## src/rtl/bseq_pkg.sv

```systemverilog
package bseq_pkg;

    localparam int AW = 16;
    localparam int DW = 8;

    typedef enum logic [2:0] {
        AM_IMPLIED  = 3'd0,
        AM_IMMED    = 3'd1,
        AM_ZPAGE    = 3'd2,
        AM_ABS      = 3'd3,
        AM_ABS_IDX  = 3'd4,
        AM_ZP_IND_Y = 3'd5
    } amode_e;

    typedef enum logic [2:0] {
        PH_IDLE,
        PH_OPCODE,
        PH_OPND,
        PH_ADDR_HI,
        PH_PTR_LO,
        PH_PTR_HI,
        PH_FIXUP,
        PH_TARGET
    } phase_e;

    // Operand bytes gathered during the sequence
    typedef struct packed {
        logic [DW-1:0] ptr;  // first operand byte (page-zero pointer)
        logic [DW-1:0] lo;   // base address low byte
        logic [DW-1:0] hi;   // base address high byte
    } opnd_t;

    function automatic amode_e decode_mode(input logic [2:0] code);
        case (code)
            3'd1:    return AM_IMMED;
            3'd2:    return AM_ZPAGE;
            3'd3:    return AM_ABS;
            3'd4:    return AM_ABS_IDX;
            3'd5:    return AM_ZP_IND_Y;
            default: return AM_IMPLIED;
        endcase
    endfunction

    function automatic logic ends_after_operand(input amode_e m);
        return (m == AM_IMPLIED) || (m == AM_IMMED);
    endfunction

    function automatic logic uses_index(input amode_e m);
        return (m == AM_ABS_IDX) || (m == AM_ZP_IND_Y);
    endfunction

    function automatic logic [AW-1:0] join_addr(input logic [DW-1:0] hi,
                                                 input logic [DW-1:0] lo);
        return {hi, lo};
    endfunction

endpackage

```

## src/rtl/bseq_ctrl.sv

```systemverilog
module bseq_ctrl
    import bseq_pkg::*;
#(
    parameter int CNT_W = 4
) (
    input  logic             clk,
    input  logic             rst,
    input  logic             start,
    input  logic [2:0]       mode_in,
    input  logic             store_in,
    input  logic             carry,
    output phase_e           phase,
    output amode_e           mode_q,
    output logic             store_q,
    output logic             accept,
    output logic             last,
    output logic [CNT_W-1:0] count,
    output logic             done
);

    phase_e phase_nx;
    logic   fix_needed;

    assign accept     = start && (phase == PH_IDLE);
    assign fix_needed = store_q || carry;
    assign last       = (phase == PH_TARGET) ||
                        ((phase == PH_OPND) && ends_after_operand(mode_q));

    always_comb begin
        phase_nx = phase;
        case (phase)
            PH_IDLE:    phase_nx = accept ? PH_OPCODE : PH_IDLE;
            PH_OPCODE:  phase_nx = PH_OPND;
            PH_OPND: begin
                case (mode_q)
                    AM_ZPAGE:             phase_nx = PH_TARGET;
                    AM_ABS, AM_ABS_IDX:   phase_nx = PH_ADDR_HI;
                    AM_ZP_IND_Y:          phase_nx = PH_PTR_LO;
                    default:              phase_nx = PH_IDLE;
                endcase
            end
            PH_ADDR_HI: phase_nx = ((mode_q == AM_ABS_IDX) && fix_needed)
                                   ? PH_FIXUP : PH_TARGET;
            PH_PTR_LO:  phase_nx = PH_PTR_HI;
            PH_PTR_HI:  phase_nx = fix_needed ? PH_FIXUP : PH_TARGET;
            PH_FIXUP:   phase_nx = PH_TARGET;
            PH_TARGET:  phase_nx = PH_IDLE;
            default:    phase_nx = PH_IDLE;
        endcase
    end

    always_ff @(posedge clk) begin
        if (rst) begin
            phase   <= PH_IDLE;
            mode_q  <= AM_IMPLIED;
            store_q <= 1'b0;
            count   <= '0;
            done    <= 1'b0;
        end else begin
            phase <= phase_nx;
            done  <= (phase != PH_IDLE) && last;
            if (accept) begin
                mode_q  <= decode_mode(mode_in);
                store_q <= store_in;
                count   <= '0;
            end else if (phase != PH_IDLE) begin
                count <= count + CNT_W'(1);
            end
        end
    end

endmodule

```

## src/rtl/bseq_agen.sv

```systemverilog
module bseq_agen
    import bseq_pkg::*;
(
    input  logic          clk,
    input  logic          rst,
    input  logic          accept,
    input  phase_e        phase,
    input  amode_e        mode_q,
    input  logic [AW-1:0] pc_in,
    input  logic [DW-1:0] idx_in,
    input  logic [DW-1:0] rdata,
    output logic [AW-1:0] addr,
    output logic          carry
);

    localparam logic [DW-1:0] PAGE_ZERO = '0;

    logic [AW-1:0] pc_q;
    logic [DW-1:0] idx_q;
    opnd_t         op_q;
    logic [DW-1:0] idx_eff;
    logic [DW:0]   sum;
    logic [DW-1:0] hi_fixed;

    always_ff @(posedge clk) begin
        if (rst) begin
            pc_q  <= '0;
            idx_q <= '0;
            op_q  <= '0;
        end else if (accept) begin
            pc_q  <= pc_in;
            idx_q <= idx_in;
        end else begin
            case (phase)
                PH_OPND: begin
                    op_q.ptr <= rdata;
                    op_q.lo  <= rdata;
                    op_q.hi  <= PAGE_ZERO;
                end
                PH_ADDR_HI: op_q.hi <= rdata;
                PH_PTR_LO:  op_q.lo <= rdata;
                PH_PTR_HI:  op_q.hi <= rdata;
                default: ;
            endcase
        end
    end

    always_comb begin
        idx_eff  = uses_index(mode_q) ? idx_q : '0;
        sum      = {1'b0, op_q.lo} + {1'b0, idx_eff};
        carry    = sum[DW];
        hi_fixed = op_q.hi + DW'(carry);
    end

    always_comb begin
        case (phase)
            PH_OPCODE:  addr = pc_q;
            PH_OPND:    addr = pc_q + AW'(1);
            PH_ADDR_HI: addr = pc_q + AW'(2);
            PH_PTR_LO:  addr = join_addr(PAGE_ZERO, op_q.ptr);
            PH_PTR_HI:  addr = join_addr(PAGE_ZERO, op_q.ptr + DW'(1));
            PH_FIXUP:   addr = join_addr(op_q.hi, sum[DW-1:0]);
            PH_TARGET:  addr = join_addr(hi_fixed, sum[DW-1:0]);
            default:    addr = pc_q;
        endcase
    end

endmodule

```

## src/rtl/bseq_top.sv

```systemverilog
module bseq_top
    import bseq_pkg::*;
#(
    parameter int CNT_W = 4
) (
    input  logic             clk,
    input  logic             rst,
    input  logic             start,
    input  logic [2:0]       mode_sel,
    input  logic             store_op,
    input  logic [15:0]      pc_in,
    input  logic [7:0]       index_in,
    input  logic [7:0]       store_data,
    output logic [15:0]      bus_addr,
    output logic             bus_we,
    output logic [7:0]       bus_wdata,
    input  logic [7:0]       bus_rdata,
    output logic             bus_active,
    output logic             done,
    output logic [15:0]      eff_addr,
    output logic [7:0]       load_data,
    output logic [CNT_W-1:0] cycles
);

    phase_e        phase;
    amode_e        mode_q;
    logic          store_q;
    logic          accept;
    logic          last;
    logic          carry;
    logic [DW-1:0] wdata_q;

    bseq_ctrl #(.CNT_W(CNT_W)) u_ctrl (
        .clk      (clk),
        .rst      (rst),
        .start    (start),
        .mode_in  (mode_sel),
        .store_in (store_op),
        .carry    (carry),
        .phase    (phase),
        .mode_q   (mode_q),
        .store_q  (store_q),
        .accept   (accept),
        .last     (last),
        .count    (cycles),
        .done     (done)
    );

    bseq_agen u_agen (
        .clk    (clk),
        .rst    (rst),
        .accept (accept),
        .phase  (phase),
        .mode_q (mode_q),
        .pc_in  (pc_in),
        .idx_in (index_in),
        .rdata  (bus_rdata),
        .addr   (bus_addr),
        .carry  (carry)
    );

    assign bus_active = (phase != PH_IDLE);
    assign bus_we     = (phase == PH_TARGET) && store_q;
    assign bus_wdata  = wdata_q;

    always_ff @(posedge clk) begin
        if (rst) begin
            wdata_q   <= '0;
            eff_addr  <= '0;
            load_data <= '0;
        end else begin
            if (accept)
                wdata_q <= store_data;
            if (bus_active && last) begin
                eff_addr <= bus_addr;
                if (!store_q)
                    load_data <= bus_rdata;
            end
        end
    end

endmodule

```

## config.mk

```make
export PLATFORM = sky130hd
export DESIGN_NAME = bseq_top
export DESIGN_NICKNAME = d
export VERILOG_FILES = /design/src/rtl/bseq_pkg.sv /design/src/rtl/bseq_ctrl.sv /design/src/rtl/bseq_agen.sv /design/src/rtl/bseq_top.sv
export SDC_FILE = /design/constraint.sdc
export NUM_CORES = 1
export LEC_CHECK = 0
export BUFFER_PORTS_ARGS = -buffer_cell sky130_fd_sc_hd__buf_2
export CAP_MARGIN = 30
export CORE_MARGIN = 8
export CORE_UTILIZATION = 50
export CTS_BUF_LIST = sky130_fd_sc_hd__clkbuf_4
export DETAILED_ROUTE_END_ITERATION = 12
export HOLD_SLACK_MARGIN = 0.05
export PLACE_DENSITY = 0.73
export SETUP_SLACK_MARGIN = 0.1
export SYNTH_ARGS = -nofsm -noshare
export SYNTH_HDL_FRONTEND = slang
export SYNTH_HIERARCHICAL = 1
export SYNTH_SLANG_ARGS = --single-unit
```

## constraint.sdc

```tcl
create_clock -name clk -period 5.6 [get_ports clk]
set_input_delay 0.28 -clock clk [delete_from_list [all_inputs] [get_ports clk]]
set_output_delay 0.28 -clock clk [all_outputs]
set_load 0.005 [all_outputs]
```

==> impl_metrics.json <==
{
  "status": "complete, no violations",
  "maxCapViolCount": 0,
  "port_buffers": 101,
  "ant_nets": 0,
  "drt_iter0_markers": 415,
  "slew_headroom_pct": 36.85,
  "ys.flop_type": "dfxtp_1",
  "synth_top_area_share_pct": 35.18,
  "htreeDepth": 3,
  "p_clk_share_pct": 26.6,
  "leakage_nw": 2.545,
  "hold_class": "in -> reg",
  "critPathKind": "reg -> out",
  "num-fill-cells": 919,
  "max_clock_freq_mhz": 217.4,
  "initial_utilization_pct": 51.17,
  "internal-power_mw": 0.9831,
  "ys_ff_latch": 92,
  "async_reset_ff_share_pct": 0,
  "p_sw_share_pct": 32.82,
  "power.switching_mw": 0.4804,
  "stdcell_count": 868,
  "die_w_um": 118.3,
  "clk_pin_slew_ps": 150,
  "clk_latency_ps": 460,
  "n_antenna_cell": 0,
  "cts.path.max_buffers": 2,
  "period_share_pct": 82.13,
  "die-area_um2": 14000,
  "tritoncts": "built",
  "grt_antenna_before_repair": 0,
  "place.gp.congestion": 0.9045,
  "tns_ps": 0,
  "dp_hpwl_um": 10660,
  "seq_power_share_pct": 50.4,
  "end_kind": "output pin",
  "cp-start-kind": "flop",
  "cts_buffers": 9,
  "grt.overflow.total": 0,
  "seq_area_um2": 1842,
  "tightest_slew_ps": 943.2,
  "synth-seq-area-share_pct": 35.18,
  "yosysMostFrequentCell": "dfxtp_1",
  "netlist_instances": 619,
  "rsz0062_at_grt": "false",
  "yosys.area.top_type": "dfxtp_1",
  "drc": 0,
  "cts_setup_buffers": 0,
  "powerDensity_nw_per_um2": 238.3,
  "yosys-top-cells-count": "92 x dfxtp_1, 85 x nand2_1, 75 x nor2_1",
  "p_comb_share_pct": 23.0,
  "ys_warn_count": 6,
  "vias": 4885,
  "first_pass_iters": 5,
  "setup_viol": 0,
  "root_buffer": "clkbuf_4",
  "synth_area_um2": 5235,
  "ios": 102,
  "slew_violations": 0,
  "core_area_um2": 10230,
  "period_minus_slack_ps": 4600,
  "viasPerCell": 5.628,
  "nets": 791,
  "rows": 37,
  "gr-max-usage-layer": "met2",
  "required_ps": 5320,
  "synth_nets": 683,
  "chipHeight_um": 118.3,
  "met2_usage_pct": 33.68,
  "p_total_mw": 1.463,
  "ys_types": 65,
  "grt_start_max_net_pins": 93,
  "grt.total_usage_pct": 20.68,
  "vdd_drop_max_v": 0.0001159,
  "area_delta_synth_final_pct": 17.30,
  "grt_use_met3_pct": 4.712,
  "fin_skew_ps": 16.35,
  "clock-sinks": 92,
  "final_layout_size_suffix_gt1_share_pct": 20.63,
  "cp.arrival_ps": 4320,
  "wirelength_um": 14680,
  "placedCellCount": 819,
  "cp_max_fo": 8,
  "drt-wirelength-per-cell_um": 16.91,
  "multiInputGateArea_um2": 3060,
  "hold_viol_final": 0,
  "ys_top_cells_by_area": "dfxtp_1 35%, mux2i_1 9.0%, nand2_1 6.1%",
  "syn_avg_cell_area_um2": 8.457,
  "grt_pass1_vias": 4647,
  "synth_edf_count": 0,
  "grt_pass1_wl_um": 23960,
  "use_met1_pct": 26.78
}
[placed cells by master, fill, tap and decap left out, types with 5 or more instances in the layout]
cell type / count
nor2b_1: 8
buf_4: 5
xor2_1: 16
o21ai_0: 24
nand3b_1: 9
inv_1: 9
a21oi_1: 42
ha_1: 16
nand3_1: 18
nor3_1: 8
buf_2: 100
nand4_1: 10
nand2_1: 85
xnor2_1: 16
clkbuf_4: 9
dlygate4sd3_1: 32
a21oi_2: 18
and2_1: 8
mux2i_1: 47
nand2b_1: 7
nor2_1: 75
a31oi_1: 5
dfxtp_1: 92
[final cells by class]
class	count	share of cell area (%)
tap	136	2.771
clock buffer	9	1.100
sequential	92	29.99
inverter	9	0.5501
clock inverter	7	1.324
timing repair buffer	138	14.43
multi-input combinational	477	49.84
[kinds of logic after synthesis]
logic type | share of synthesized area (%)
XOR/XNOR | 5.354
buffers and inverters | 6.357
AO/OA/AOI/OAI | 16.83
AND/OR/NAND/NOR | 22.87
adder cells (fa/ha/maj) | 4.206
multiplexers | 9.202
flip-flops | 35.18
[worst paths after layout]
| path | startpoint | end | slack (ps) | cells past startpoint |
|---|---|---|---|---|
| hold reg to reg | eff_addr[9]$_SDFFE_PP0P_ | eff_addr[9]$_SDFFE_PP0P_ | 480 | 2 |
| setup reg to reg | u_ctrl/mode_q[2]$_SDFFE_PP0P_ | eff_addr[14]$_SDFFE_PP0P_ | 1630 | 21 |
| setup / recovery | u_ctrl/mode_q[2]$_SDFFE_PP0P_ | bus_addr[14] | 1000 | 20 |
| hold / removal | pc_in[1] | u_agen/pc_q[1]$_SDFFE_PP0P_ | 80 | 3 |
[registers in the layout (all words and copies together), names as in the netlist]
register        cells
u_agen/op_q        24
eff_addr           16
u_agen/pc_q        16
bus_wdata           8
load_data           8
u_agen/idx_q        8
u_ctrl/count        4
u_ctrl/mode_q       3
u_ctrl/phase        3
u_ctrl/done         1
u_ctrl/store_q      1
[worst max-delay path: stages, from the launching register on]
cell	delay [ps]
dfxtp_1	450
nor2b_1	410
and2_1	200
ha_1	170
inv_1	60
fa_1	400
nor2b_1	160
o31a_1	220
o21a_1	150
o21a_1	110
o21ai_0	80
nand2b_1	110
ha_1	200
ha_1	190
nand2_1	60
nor2_1	110
xor2_1	190
a2bb2oi_2	90
a21oi_1	130
a2bb2oi_1	220
buf_2	160
[stage by stage]
| step | cell area, µm² | util (%) | hold slack (ps) | setup WS, ps |
|---|---|---|---|---|
| floorplan | 5235 | - | 349.1 | 2161 |
| global placement | 5644 | 55.17 | 442.2 | 1677 |
| global route | 6141 | 60.02 | 61.81 | 624.5 |
| CTS | 6103 | 59.66 | 50.35 | 975.1 |
| finish | 6141 | 60.02 | 80.60 | 1000 |
| detailed placement | 5644 | 55.17 | 454.5 | 1531 |
[power by group through the flow]
| stage | logic (mW) | clock network (mW) | registers [mW] |
|---|---|---|---|
| floorplan | 0.238 | 0 | 0.736 |
| global route | 0.368 | 0.430 | 0.743 |
| detailed placement | 0.314 | 0 | 0.751 |
| global placement | 0.306 | 0 | 0.749 |
| CTS | 0.332 | 0.398 | 0.737 |
| finish | 0.337 | 0.389 | 0.737 |
[routing by layer]
| layer | wire length, µm | part of all wire [%] | up-vias |
|---|---|---|---|
| met5 | 0 | 0 | - |
| met1 | 6769 | 46 | 2316 |
| met3 | 1007 | 6.9 | 12 |
| li1 | - | - | 2385 |
| met4 | 167 | 1.1 | 0 |
| met2 | 6738 | 46 | 172 |
[what timing repair did]
| action | in CTS | in global routing |
|---|---|---|
| resized for setup | 0 | 0 |
| endpoints found under the hold margin | 31 | 4 |
| hold buffers | 31 | 1 |
No activity file was read; power rests on OpenSTA's default activity.
